## src/rtl/comm_fault_pkg.sv

```systemverilog
package comm_fault_pkg;
  localparam int REG_W   = 8;
  localparam int BIT_CMD = 7;
  localparam int BIT_DAT = 6;
  localparam int BIT_PEC = 5;
  localparam int BIT_MEM = 4;
  localparam int BIT_OTH = 1;
  localparam logic [REG_W-1:0] SUPP_MASK = (REG_W'(1) << BIT_CMD) | (REG_W'(1) << BIT_DAT)
                                         | (REG_W'(1) << BIT_PEC) | (REG_W'(1) << BIT_MEM)
                                         | (REG_W'(1) << BIT_OTH);
endpackage

```

## src/rtl/fault_flag_cell.sv

```systemverilog
module fault_flag_cell #(
  parameter bit SUPPORTED = 1'b1,
  parameter bit HAS_LVL   = 1'b0
) (
  input  logic clk_i,
  input  logic rst_ni,
  input  logic set_i,
  input  logic lvl_i,
  input  logic clr_i,
  output logic flag_o
);
  logic flag_q, flag_d, set_eff;

  assign set_eff = set_i | (HAS_LVL ? lvl_i : 1'b0);
  // set dominates clear so no event is lost
  assign flag_d  = SUPPORTED & (set_eff | (flag_q & ~clr_i));

  always_ff @(posedge clk_i or negedge rst_ni) begin
    if (!rst_ni) flag_q <= 1'b0;
    else         flag_q <= flag_d;
  end

  assign flag_o = flag_q & SUPPORTED;
endmodule

```

## src/rtl/fault_reg_port.sv

```systemverilog
module fault_reg_port #(
  parameter int                ADDR_W = 8,
  parameter int                REG_W  = 8,
  parameter logic [ADDR_W-1:0] REG_ADDR = 8'h7E,
  parameter logic [REG_W-1:0]  MASK     = '1
) (
  input  logic [ADDR_W-1:0] addr_i,
  input  logic              wr_i,
  input  logic              rd_i,
  input  logic [REG_W-1:0]  wdata_i,
  input  logic [REG_W-1:0]  flags_i,
  output logic [REG_W-1:0]  w1c_o,
  output logic [REG_W-1:0]  rdata_o
);
  logic hit;
  assign hit     = (addr_i == REG_ADDR);
  assign w1c_o   = (wr_i && hit) ? (wdata_i & MASK) : '0;
  assign rdata_o = (rd_i && hit) ? (flags_i & MASK) : '0;
endmodule

```

## src/rtl/fault_summary.sv

```systemverilog
module fault_summary #(
  parameter int REG_W = 8
) (
  input  logic [REG_W-1:0] flags_i,
  output logic             any_o
);
  assign any_o = |flags_i;
endmodule

```

## src/rtl/comm_fault_status.sv

```systemverilog
module comm_fault_status
  import comm_fault_pkg::*;
#(
  parameter int                ADDR_W   = 8,
  parameter logic [ADDR_W-1:0] REG_ADDR = 8'h7E
) (
  input  logic              clk_i,
  input  logic              rst_ni,
  input  logic              evt_bad_cmd_i,
  input  logic              evt_bad_data_i,
  input  logic              evt_pec_fail_i,
  input  logic              evt_mem_err_i,
  input  logic              evt_other_i,
  input  logic              mem_fault_lvl_i,
  input  logic              clear_faults_i,
  input  logic              output_on_i,
  input  logic [ADDR_W-1:0] bus_addr_i,
  input  logic              bus_wr_i,
  input  logic              bus_rd_i,
  input  logic [REG_W-1:0]  bus_wdata_i,
  output logic [REG_W-1:0]  bus_rdata_o,
  output logic              summary_o
);
  logic [REG_W-1:0] evt_vec, lvl_vec, w1c_vec, clr_vec, flags;
  logic             clr_global;

  always_comb begin
    evt_vec          = '0;
    evt_vec[BIT_CMD] = evt_bad_cmd_i;
    evt_vec[BIT_DAT] = evt_bad_data_i;
    evt_vec[BIT_PEC] = evt_pec_fail_i;
    evt_vec[BIT_MEM] = evt_mem_err_i;
    evt_vec[BIT_OTH] = evt_other_i;
    lvl_vec          = '0;
    lvl_vec[BIT_MEM] = mem_fault_lvl_i;
  end

  assign clr_global = clear_faults_i | output_on_i;
  assign clr_vec    = w1c_vec | {REG_W{clr_global}};

  fault_reg_port #(
    .ADDR_W(ADDR_W), .REG_W(REG_W), .REG_ADDR(REG_ADDR), .MASK(SUPP_MASK)
  ) u_port (
    .addr_i (bus_addr_i),
    .wr_i   (bus_wr_i),
    .rd_i   (bus_rd_i),
    .wdata_i(bus_wdata_i),
    .flags_i(flags),
    .w1c_o  (w1c_vec),
    .rdata_o(bus_rdata_o)
  );

  for (genvar i = 0; i < REG_W; i++) begin : g_flag
    fault_flag_cell #(
      .SUPPORTED(SUPP_MASK[i]),
      .HAS_LVL  (i == BIT_MEM)
    ) u_cell (
      .clk_i (clk_i),
      .rst_ni(rst_ni),
      .set_i (evt_vec[i]),
      .lvl_i (lvl_vec[i]),
      .clr_i (clr_vec[i]),
      .flag_o(flags[i])
    );
  end

  fault_summary #(.REG_W(REG_W)) u_sum (
    .flags_i(flags),
    .any_o  (summary_o)
  );
endmodule

```

## config.mk

```make
export PLATFORM = sky130hd
export DESIGN_NAME = comm_fault_status
export DESIGN_NICKNAME = d
export VERILOG_FILES = /design/src/rtl/comm_fault_pkg.sv /design/src/rtl/fault_flag_cell.sv /design/src/rtl/fault_reg_port.sv /design/src/rtl/fault_summary.sv /design/src/rtl/comm_fault_status.sv
export SDC_FILE = /design/constraint.sdc
export NUM_CORES = 1
export LEC_CHECK = 0
export CAP_MARGIN = 10
export CORE_AREA = 2 2 39 41
export CTS_CLUSTER_DIAMETER = 30
export DETAILED_ROUTE_END_ITERATION = 8
export DIE_AREA = 0 0 41 43
export PLACE_DENSITY = 0.75
export SYNTH_ARGS = -nofsm -noshare
export SYNTH_HDL_FRONTEND = slang
export SYNTH_SLANG_ARGS = --single-unit
```

## constraint.sdc

```tcl
create_clock -name clk_i -period 1.3 [get_ports clk_i]
set_input_delay 0.325 -clock clk_i [delete_from_list [all_inputs] [get_ports clk_i]]
set_output_delay 0.325 -clock clk_i [all_outputs]
set_load 0.02 [all_outputs]
```

Word level (Yosys, flattened, before mapping)
Cells that the tools add are included.

cells by class
  $add $sub $neg = 0
  multiply operators = 0
  divide/modulo/power cells = 0
  $lt $le $gt $ge = 0
  equality and inequality tests = 1
  shift-type cells = 0
  multiplexer cells = 2
  bitwise gates (word level) = 18
  reductions and logical operators = 3

operators by type and width
  kind                number
  $mux 8              2
  $eq 8x7->1 const B  1
  $or 8x8->8          1
  $or 1x1->1          7
  $and 1x1->1         5
  $not 1->1           5
  $reduce_or 5->1     1
  $logic_and 1x1->1   2

storage, ports and cells
  register bits = 5
  latch bits = 0
  memory bits (writable) = 0
  ROM bits = 0
  bits of input ports = 28
  logic and storage cells = 29
  memories = 0

Depth between registers and ports, before layout
  word-level depth = 7
  gate-level depth with buffers = 3
  depth with buffers taken out = 3

Cells and area by module
From an unflattened synthesis, not the netlist that was laid out.

second synthesis, totals
  cells, all modules = 63
  area, all modules = 470.5 sq um

by module, submodules not included
  module                                   instances  cells each  area each (sq um)  seq. area each (sq um)
  fault_reg_port                           1          29          183.9              0.0
  fault_flag_cell at g_flag[1].u_cell ...  4          3           36.3               25.0
  comm_fault_status                        1          9           53.8               0.0
  fault_flag_cell at g_flag[4].u_cell      1          4           37.5               25.0
  fault_flag_cell at g_flag[0].u_cell ...  3          2           11.3               0.0
  fault_summary                            1          3           16.3               0.0

Worst setup path before layout
Ideal clock, no wire load.

  path kind = input to output
  start point = input bus_addr_i[0]
  end point = output bus_rdata_o[1]
  data arrival time = 1.000 ns
  setup slack = -0.025 ns
  stages = 3
  cells stage by stage = nand4bb_4 > nor2_4 > and3_1

between the ends
  cells in the longest elaborated chain, start to end = 3

ends and longest elaborated chain
  item               RTL line                 RTL
  from (decl)        comm_fault_status.sv:17  input logic [ADDR_W-1:0] bus_addr_i,
  $eq 8x7->1         fault_reg_port.sv:16     assign hit = (addr_i == REG_ADDR);
  $logic_and 1x1->1  fault_reg_port.sv:18     assign rdata_o = (rd_i && hit) ? (flags_i & MASK) : '0;
  $mux 8             fault_reg_port.sv:18
  to (decl)          comm_fault_status.sv:21  output logic [REG_W-1:0] bus_rdata_o,

No other way between the ends.

Worst setup path after layout
  start point = input bus_addr_i[7]
  end point = output bus_rdata_o[7]

Same word-level chain as after synthesis.

==> impl_metrics.ini <==
[setup_path]
reg2reg_from = g_flag[4].u_cell.flag_o$_DFF_PN0_
criticalPathCategory = input port to primary output
cp_common_cell = buf_6
cp-start-kind = input port
endpoint_kind = primary output
cp_max_fo = 6
rrSetupSlack_ps = 490
cp.arrival_ps = 1120
slowest_delay_ps = 230
cp_num_buf_inv = 2
crit_family = simple AND/OR/NAND/NOR gates
crit_chain = buf_6 > nand4bb_4 > nor2_4 > and3_4 > buf_6
slowest_stage = nand4bb_4
cp.required_ps = 980
crit_path_start = bus_addr_i[7]

[cts]
numClockSinks = 5
cts_max_level = 1
root_buffer = clkbuf_4
insertion_delay_ps = 250
path_clk_slew_ps = 50
cts_buffers = 3
cts-hold-fix-buffers = 0
clk_path_buf_depth = 2
cts_tree = done

[layout]
fin_area_um2 = 736
fin_cells = 97
largest_register_ffs = 5
final_cell_mix = clkdlybuf4s50_1 (15), a21oi_1 (8)
multi_input_area_um2 = 239
final_layout_size_suffix_gt1_share_pct = 40.7
regArea_um2 = 125
fillerInstances = 142
final_util_pct = 53.2
final_common_cell = clkdlybuf4s50_1
num_antenna_cells = 0
syn_to_final_growth_pct = 111
final_nets = 110

[global_route]
antenna_found_initial = 0
grt_pass1_vias = 454
groute.usage.overall_pct = 14.9
grt_first_pass_wirelength_um = 1720
grt-ovfl-total = 0
grt_max_degree = 7

[placed_design]
portBuffers = 30
placed_cells = 92
globalplace.congestion = 0.722
dp_slack_ps = -941
placed_cell_area_um2 = 706

[timing]
drv_slew = 0
rsz0062_at_grt = true
setup_viol = 6
post-route-min-period_ps = 1450
fin_skew_ps = 0
final-hold-violation-count = 0
clock.fmax_ghz = 0.691
fin_crit_sh_pct = 111
setup_ws_ps = -148
finalSetupTns_ps = -772

[drt]
first_iter_violations = 8
via_count = 446
totalWireLength_um = 953
ant_nets = 0
detail_route.vias_per_cell = 4.60
drcViolationCount = 0
wl_per_cell_um = 9.82
drt_first_pass_iters = 2

[synthesis]
ys_seq_elements = 5
synthTopCellsByArea = dfrtp_1 (36%), a21oi_1 (11%), and3_1 (9.0%)
synthAdderAreaFrac_pct = 0
synth_compound_area_share_pct = 14.0
synth_top_cell_by_area = dfrtp_1
synth_top_area_share_pct = 35.8
synth-simple-area-share_pct = 42.7
muxShareOfSynthArea_pct = 0
syn_avg_cell_area_um2 = 8.51
yosysSeqAreaShare_pct = 35.8
syn_area_um2 = 349
yosysWarnings = 0
syn_inst = 41
yosys.area_share.xor_xnor_pct = 0
synthDistinctLibCells = 12
synth_top_family_by_area = simple AND/OR/NAND/NOR gates

[run_status]
status = complete, but fails checks
violations = negative setup slack

[run]
maxCapViolCount = 0

[die]
die_h_um = 43
rows = 14
dieArea_um2 = 1760
die_x_um = 41
core_um2 = 1380
start_util_pct = 25.2
ios = 37

[power_and_ir_drop]
power.density_nw_per_um2 = 663
p_leak_nw = 0.318
ir_drop_mv = 0.311

[min_path]
holdCritPathClass = input port to async pin
power by group:
part	total, mW	switching, mW	internal [mW]
registers	0.175	0.00876	0.166
clock network	0.188	0.0710	0.117
logic	0.125	0.0460	0.0791
total	0.488	0.126	0.362
worst paths after layout:
check                                                     to  cells past startpoint
min reg2reg                g_flag[1].u_cell.flag_o$_DFF_PN0_                      2
max                                           bus_rdata_o[7]                      5
min                        g_flag[5].u_cell.flag_o$_DFF_PN0_                      1
max reg2reg                g_flag[4].u_cell.flag_o$_DFF_PN0_                      3
min in group clk_i         g_flag[4].u_cell.flag_o$_DFF_PN0_                      4
max in group asynchronous  g_flag[4].u_cell.flag_o$_DFF_PN0_                      1
kinds of logic (layout without fill, tap and decap cells):
group	Yosys count	count (layout)
DFF	5	5
other	1	3
and+or+nand+nor	23	23
buffers and inverters	3	41
AOI/OAI and AO/OA	9	9
repair_timing:
item,4_1_cts,5_1_grt
pin swaps,10,2
setup endpoints to repair,6,6
gates resized for setup,73,1
setup buffers,1,0
synthesized netlist by cell type:
| master | number |
|---|---|
| a21oi_1 | 8 |
| nand2_1 | 7 |
| nor2_1 | 7 |
| and3_1 | 5 |
| dfrtp_1 | 5 |
| buf_4 | 3 |
| conb_1 | 1 |
| nand4_4 | 1 |
| nand4bb_4 | 1 |
| nor2_4 | 1 |
| nor3_1 | 1 |
| o311ai_1 | 1 |
per-layer routing:
layer  wire length [µm]  part of all wire, %  global-route usage, %  vias to the layer above
li1                   -                    -                      -                      217
met1                330                   35                   15.1                      201
met2                488                   51                   23.1                       24
met3                 99                   10                   5.24                        4
met4                 35                  3.7                   12.0                        0
met5                  0                    0                      0                        -
layout make-up:
class | instances | area share [%]
Timing Repair Buffer | 37 | 44.2
Multi-Input combinational cell | 35 | 32.5
Sequential cell | 5 | 17.0
Clock buffer | 4 | 3.57
Tap cell | 16 | 2.72
stage by stage:
step           power (mW)  hold slack, ps
2_1_floorplan       0.214            29.4
3_3_place_gp        0.309             546
3_5_place_dp        0.311             564
4_1_cts             0.496             297
5_1_grt             0.519             303
6_report            0.488             291
worst reg2reg max path: stages (launching register included):
cell and delay [ps]:
dfrtp_1 400, buf_4 140, o311ai_1 60, nand2_1 90
No activity file was read; power rests on OpenSTA's default activity.
